## src/rtl/l2dm_ctrl.sv

```systemverilog
module l2dm_ctrl #(
  parameter int ADDR_W    = 32,
  parameter int TAG_W     = 8,
  parameter int MIN_SET_B = 16,
  parameter int SIZES     = 5,
  localparam int IDX_W    = MIN_SET_B + SIZES - 1 - 4,
  localparam int TW_W     = $clog2(TAG_W + 1)
) (
  input  logic              clk,
  input  logic              rst_n,
  input  logic              cpu_ads,
  input  logic [ADDR_W-1:0] cpu_addr,
  input  logic              cpu_wr,
  input  logic              cpu_burst,
  input  logic [2:0]        cfg_size,
  input  logic [TW_W-1:0]   cfg_tw,
  input  logic              cfg_wb,
  input  logic              cfg_ilv,
  input  logic [1:0]        cfg_rd_mode,
  input  logic              cfg_wr_slow,
  input  logic [TAG_W+1:0]  tag_q,
  output logic [IDX_W-1:0]  tag_idx,
  output logic              tag_we,
  output logic [TAG_W+1:0]  tag_wd,
  output logic              hit,
  output logic              miss,
  output logic              cpu_rdy,
  output logic [1:0]        sram_cs,
  output logic [1:0]        sram_oe,
  output logic [1:0]        sram_we,
  output logic [1:0]        sram_word,
  output logic              vict_req,
  output logic [ADDR_W-1:0] vict_addr,
  output logic              fill_req,
  output logic              byp_req,
  input  logic              mem_ack
);

  typedef enum logic [2:0] {S_IDLE, S_LOOK, S_DATA, S_VICT, S_FILL, S_BYP} st_t;

  st_t               st;
  logic [ADDR_W-1:0] a_q;
  logic              wr_q, bst_q;
  logic [1:0]        beat, cnt;
  logic [TAG_W-1:0]  vt_q;

  logic [2:0]        size_c;
  logic [TW_W-1:0]   tw_c;
  logic [5:0]        sb;
  logic [TAG_W-1:0]  tag_of, tmask;
  logic              cacheable, hit_c, adv, done, last, act;
  logic [1:0]        lead, rest, need, word;
  logic              bank;

  assign size_c    = (cfg_size > 3'(SIZES - 1)) ? 3'(SIZES - 1) : cfg_size;
  assign tw_c      = (cfg_tw > TW_W'(TAG_W)) ? TW_W'(TAG_W) : cfg_tw;
  assign sb        = 6'(MIN_SET_B) + 6'(size_c);
  assign tag_of    = TAG_W'(a_q >> sb);
  assign tmask     = ~({TAG_W{1'b1}} << tw_c);
  assign cacheable = (a_q >> ({1'b0, sb} + 7'(tw_c))) == '0;
  assign hit_c     = (st == S_LOOK) && cacheable && tag_q[TAG_W+1]
                     && (((tag_q[TAG_W-1:0] ^ tag_of) & tmask) == '0);

  always_comb begin
    if (wr_q) begin
      lead = cfg_wr_slow ? 2'd3 : 2'd2;
      rest = cfg_wr_slow ? 2'd2 : 2'd1;
    end else begin
      case (cfg_rd_mode)
        2'd0:    begin lead = 2'd2; rest = 2'd1; end
        2'd1:    begin lead = cfg_ilv ? 2'd3 : 2'd2; rest = 2'd2; end
        default: begin lead = 2'd3; rest = 2'd2; end
      endcase
    end
  end

  assign need = (beat == 2'd0) ? lead : rest;
  assign adv  = hit_c || (st == S_DATA);
  assign done = adv && (cnt == need);
  assign last = !bst_q || (beat == 2'd3);
  assign act  = (st == S_LOOK) || (st == S_DATA);
  assign word = a_q[3:2] + beat;
  assign bank = cfg_ilv & word[0];

  assign sram_word = word;
  assign sram_cs   = act ? (bank ? 2'b10 : 2'b01) : 2'b00;
  assign sram_oe   = (act && !wr_q) ? sram_cs : 2'b00;
  assign sram_we   = (done && wr_q) ? sram_cs : 2'b00;
  assign cpu_rdy   = done;
  assign hit       = hit_c;
  assign miss      = (st == S_LOOK) && !hit_c;

  assign tag_idx   = IDX_W'(a_q >> 4) & ~({IDX_W{1'b1}} << (sb - 6'd4));
  assign vict_addr = (ADDR_W'(vt_q) << sb) | (a_q & ~({ADDR_W{1'b1}} << sb) & ~ADDR_W'(15));
  assign vict_req  = (st == S_VICT);
  assign fill_req  = (st == S_FILL);
  assign byp_req   = (st == S_BYP);

  assign tag_we = (hit_c && wr_q && cfg_wb && !tag_q[TAG_W]) || ((st == S_FILL) && mem_ack);
  assign tag_wd = (st == S_FILL) ? {1'b1, wr_q & cfg_wb, tag_of} : {1'b1, 1'b1, tag_of};

  always_ff @(posedge clk or negedge rst_n) begin
    if (!rst_n) begin
      st    <= S_IDLE;
      a_q   <= '0;
      wr_q  <= 1'b0;
      bst_q <= 1'b0;
      beat  <= 2'd0;
      cnt   <= 2'd0;
      vt_q  <= '0;
    end else begin
      case (st)
        S_IDLE: if (cpu_ads) begin
          a_q   <= cpu_addr;
          wr_q  <= cpu_wr;
          bst_q <= cpu_burst;
          beat  <= 2'd0;
          cnt   <= 2'd2;
          st    <= S_LOOK;
        end
        S_LOOK, S_DATA: begin
          if (adv) begin
            if (done) begin
              if (last) st <= S_IDLE;
              else begin
                st   <= S_DATA;
                beat <= beat + 2'd1;
                cnt  <= 2'd1;
              end
            end else begin
              st  <= S_DATA;
              cnt <= cnt + 2'd1;
            end
          end else if (!cacheable || (wr_q && !cfg_wb)) begin
            st <= S_BYP;
          end else if (cfg_wb && tag_q[TAG_W+1] && tag_q[TAG_W]) begin
            st   <= S_VICT;
            vt_q <= tag_q[TAG_W-1:0];
          end else begin
            st <= S_FILL;
          end
        end
        S_VICT: if (mem_ack) st <= S_FILL;
        S_FILL, S_BYP: if (mem_ack) st <= S_IDLE;
        default: st <= S_IDLE;
      endcase
    end
  end

endmodule


```

## config.mk

```make
export PLATFORM = sky130hd
export DESIGN_NAME = l2dm_ctrl
export DESIGN_NICKNAME = d
export VERILOG_FILES = /design/src/rtl/l2dm_ctrl.sv
export SDC_FILE = /design/constraint.sdc
export NUM_CORES = 1
export LEC_CHECK = 0
export ABC_CLOCK_PERIOD_IN_PS = 8490
export BUFFER_PORTS_ARGS = -buffer_cell sky130_fd_sc_hd__buf_2
export CAP_MARGIN = 25
export CORE_UTILIZATION = 50
export CTS_BUF_LIST = sky130_fd_sc_hd__clkbuf_16
export CTS_CLUSTER_DIAMETER = 50
export DETAILED_ROUTE_END_ITERATION = 8
export PLACE_DENSITY = 0.76
export SYNTH_ARGS = -nofsm -noshare
export SYNTH_HDL_FRONTEND = slang
export SYNTH_SLANG_ARGS = --single-unit
```

## constraint.sdc

```tcl
create_clock -name clk -period 8.49 [get_ports clk]
set_input_delay 1.698 -clock clk [delete_from_list [all_inputs] [get_ports clk]]
set_output_delay 1.698 -clock clk [all_outputs]
set_load 0.05 [all_outputs]
```

==> run_results.csv <==
group,metric,value,unit
global_route,grt_pass1_wl,14630,µm
synthesis,synth_top_area_cell,"dfrtp_1",
finish,diodes,0,
timing,setup_viol,0,
timing,fin_crit_sh,90.40,%
die,fp.dieW,90.16,µm
power_and_ir_drop,intPower,750.0,µW
timing,relSlewSlack,49.27,%
synthesis,ys_types,63,
hold_path,hold_start,"a_q[31]",
critical_path,r2r-end,"beat[0]",
critical_path,cp_max_fo,21,
synthesis,syn_area,0.003886,mm²
placement,port_buffers,121,
hold_path,hold_path_class,"flop to flop",
die,start_util,52.73,%
clock_network,path_clk_slew,0.07,ns
power_and_ir_drop,switchingPower,918.5,µW
timing,fmax,0.1303,GHz
routing,via_per_inst,5.459,
routing,drc,0,
finish,nets,582,
timing,rsz0062_at_grt,"no",
outcome,outcome,"finished, final reports clean",
critical_path,end_kind,"output pin",
clock_network,clock_path_buffers,2,
finish,drive_above_1_share,36.82,%
job,maxCapViolCount,0,
critical_path,arrival,5.98,ns
power_and_ir_drop,peakVddDrop,252.6,µV
synthesis,synth.avg_cell_area,9.038,µm²
placement,preCtsSetupSlack,0.8422,ns
synthesis,synth_ff_type,"dfrtp_1",
global_route,grt_util_all_layers,21.84,%
power_and_ir_drop,combPwrFrac,61.3,%
clock_network,hold_buffers,0,
placement,dp.final_hpwl,6816,µm
die,ios,133,
global_route,antenna_found_initial,0,
critical_path,startpoint_type,"input port",
global_route,grt_pass1_vias,3136,
global_route,grt-ovfl-total,0,
finish,fill_cells,654,
routing,drt_wl_total,8877,µm
finish,final_util,61.39,%
synthesis,synthArstFlopShare,100.0,%
timing,tightest_slew,0.7610,ns
synthesis,synth_area_leaders,"dfrtp_1 (30%), mux2_2 (12%), mux2i_1 (6.7%)",
power_and_ir_drop,leakage,0.002152,µW
clock_network,cts-resized-gates,0,
critical_path,r2r_cells,9,
critical_path,cp.required,6.79,ns
timing,finClkSkew,0.006446,ns
timing,slew_viol_final,0,
die,dieArea,0.008129,mm²
timing,finalCriticalPeriod,7.675,ns
hold_path,hold_end,"a_q[31]",
power_and_ir_drop,clkPwrFrac,12.2,%
routing,drt_first_iter_violations,137,
synthesis,yosys-top-cells-count,"dfrtp_1 (47), mux2_2 (41), nor2_1 (33), nand2_1 (32), mux2i_1 (26)",
synthesis,synth_most_common_cell,"dfrtp_1",
clock_network,tritoncts,"yes",
die,die_y,90.16,µm
critical_path,crit_type,"input port to output pin",
power_and_ir_drop,seq_power_share,26.6,%
timing,tns,0,ns
critical_path,r2r_start,"a_q[24]",
placement,gp_congestion,0.8471,
hold_path,min_path_cells,1,
routing,vias,3357,
synthesis,synth_edf_count,0,
clock_network,cts-root-buf,"clkbuf_16",
routing,post_drt_wl_per_cell,14.43,µm
critical_path,r2r_slack,5.65,ns
power_and_ir_drop,power_density,368.8,mW/mm²
critical_path,cp_cell_sequence,"buf_2, inv_1, nor2_1, ha_1, inv_1, fa_1, nor3b_1, a22oi_1, a2111oi_2, mux2_2, and4b_4, o2111ai_4, a21oi_4, nand2_1, nor2_1, buf_2",
clock_network,cts.htree.levels,2,
synthesis,synth_top_area_share,30.26,%
finish,synthToLayoutAreaGrowth,16.42,%
clock_network,cts_sinks,47,
synthesis,ys_warn_count,0,
synthesis,ys_seq_elements,47,
routing,drt-pass1-iter-count,4,
global_route,grt_max_degree,38,
timing,setup_ws,0.8149,ns
critical_path,critPathSlowestCell,"fa_1",
clock_network,clkLatencyLatePin,0.29,ns
critical_path,critPathMaxStageDelay,0.95,ns
synthesis,syn_inst,430,
routing,drtAntennaViolNets,0,
synthesis,ys_seq_area_share,30.26,%
timing,hold_viol,0,
clock_network,postCtsSetupRepairBufs,0,
clock_network,numCtsBuffers,5,
power_and_ir_drop,p_sw_share,55.05,%
die,coreArea,0.007370,mm²
die,fp-row-count,31,
[kinds of logic (layout without fill, tap and decap cells)]
family                   Yosys count  after routing  synth area share, %
other                              2              9               0.1932
XOR/XNOR                          16             16                3.606
multiplexers                      73             73                21.18
buffers and inverters             75            154                10.14
AND/OR/NAND/NOR                  120            120                15.23
AO/OA/AOI/OAI                     90             90                16.93
flip-flops                        47             47                30.26
adder cells (fa/ha/maj)            7              7                2.447
[metrics by stage]
stage	std cells	hold slack [ns]	area [µm²]	power, µW
2_1_floorplan	437	0.4809	3913	1310
3_5_place_dp	607	0.5051	4374	1470
3_3_place_gp	606	0.4938	4354	1447
5_1_grt	615	0.5386	4524	1760
4_1_cts	615	0.5244	4524	1680
6_report	615	0.5233	4524	1668
[power by group through the flow]
| stage | registers [µW] | logic, µW | clock network (µW) |
|---|---|---|---|
| floorplan | 399 | 911 | 0 |
| global placement | 440 | 1010 | 0 |
| detailed placement | 446 | 1020 | 0 |
| CTS | 443 | 1030 | 210 |
| global route | 461 | 1080 | 219 |
| finish | 443 | 1020 | 203 |
[flip-flops by register name, summed over array words and instances (netlist names)]
register / cells
bst_q: 1
beat: 2
wr_q: 1
vt_q: 8
a_q: 30
st: 3
cnt: 2
[worst max path at each step]
stage / cells after the start / slack (ns) / startpoint / end
2_1_floorplan: 14 / 0.90 / cfg_size[2] / tag_we
3_3_place_gp: 16 / 0.99 / cfg_size[0] / sram_we[1]
3_5_place_dp: 16 / 0.84 / cfg_size[0] / sram_we[1]
4_1_cts: 16 / 0.84 / cfg_size[0] / sram_we[1]
5_1_grt: 16 / 0.44 / cfg_size[0] / sram_we[1]
6_report: 16 / 0.81 / cfg_size[0] / sram_we[1]
[per-layer routing]
layer	part of all wire [%]	global-route usage, %	vias up
li1	-	-	1655
met1	43	27.27	1572
met2	49	38.04	119
met3	6.6	4.653	11
met4	1.2	5.914	0
met5	0	0	-
[worst max-delay path: cells and delay by family]
kind	cells	cell delay (ns)
buf+inv	4	0.90
compound gates	4	0.99
fa+ha+maj	2	1.20
simple gates	5	0.93
mux	1	0.23
[placed cells by master (no fill, tap or decap), types with 9 or more instances in the layout]
cell and n:
mux2i_1 26, a21oi_1 21, dfrtp_1 47, xnor2_1 12
o21ai_0 19, conb_1 9, mux2_2 41, buf_2 121
nand2_1 32, inv_1 21, nor2_1 33, nor2b_1 17
[layout make-up]
cell class / count / area [µm²] / share of cell area [%]
Inverter: 21 / 78.83 / 1.742
Timing Repair Buffer: 125 / 648.1 / 14.33
Clock buffer: 5 / 125.1 / 2.765
Sequential cell: 47 / 1176 / 26.00
Tap cell: 99 / 123.9 / 2.738
Clock inverter: 3 / 25.02 / 0.5531
Multi-Input combinational cell: 315 / 2347 / 51.88
No activity file was read; power rests on OpenSTA's default activity.
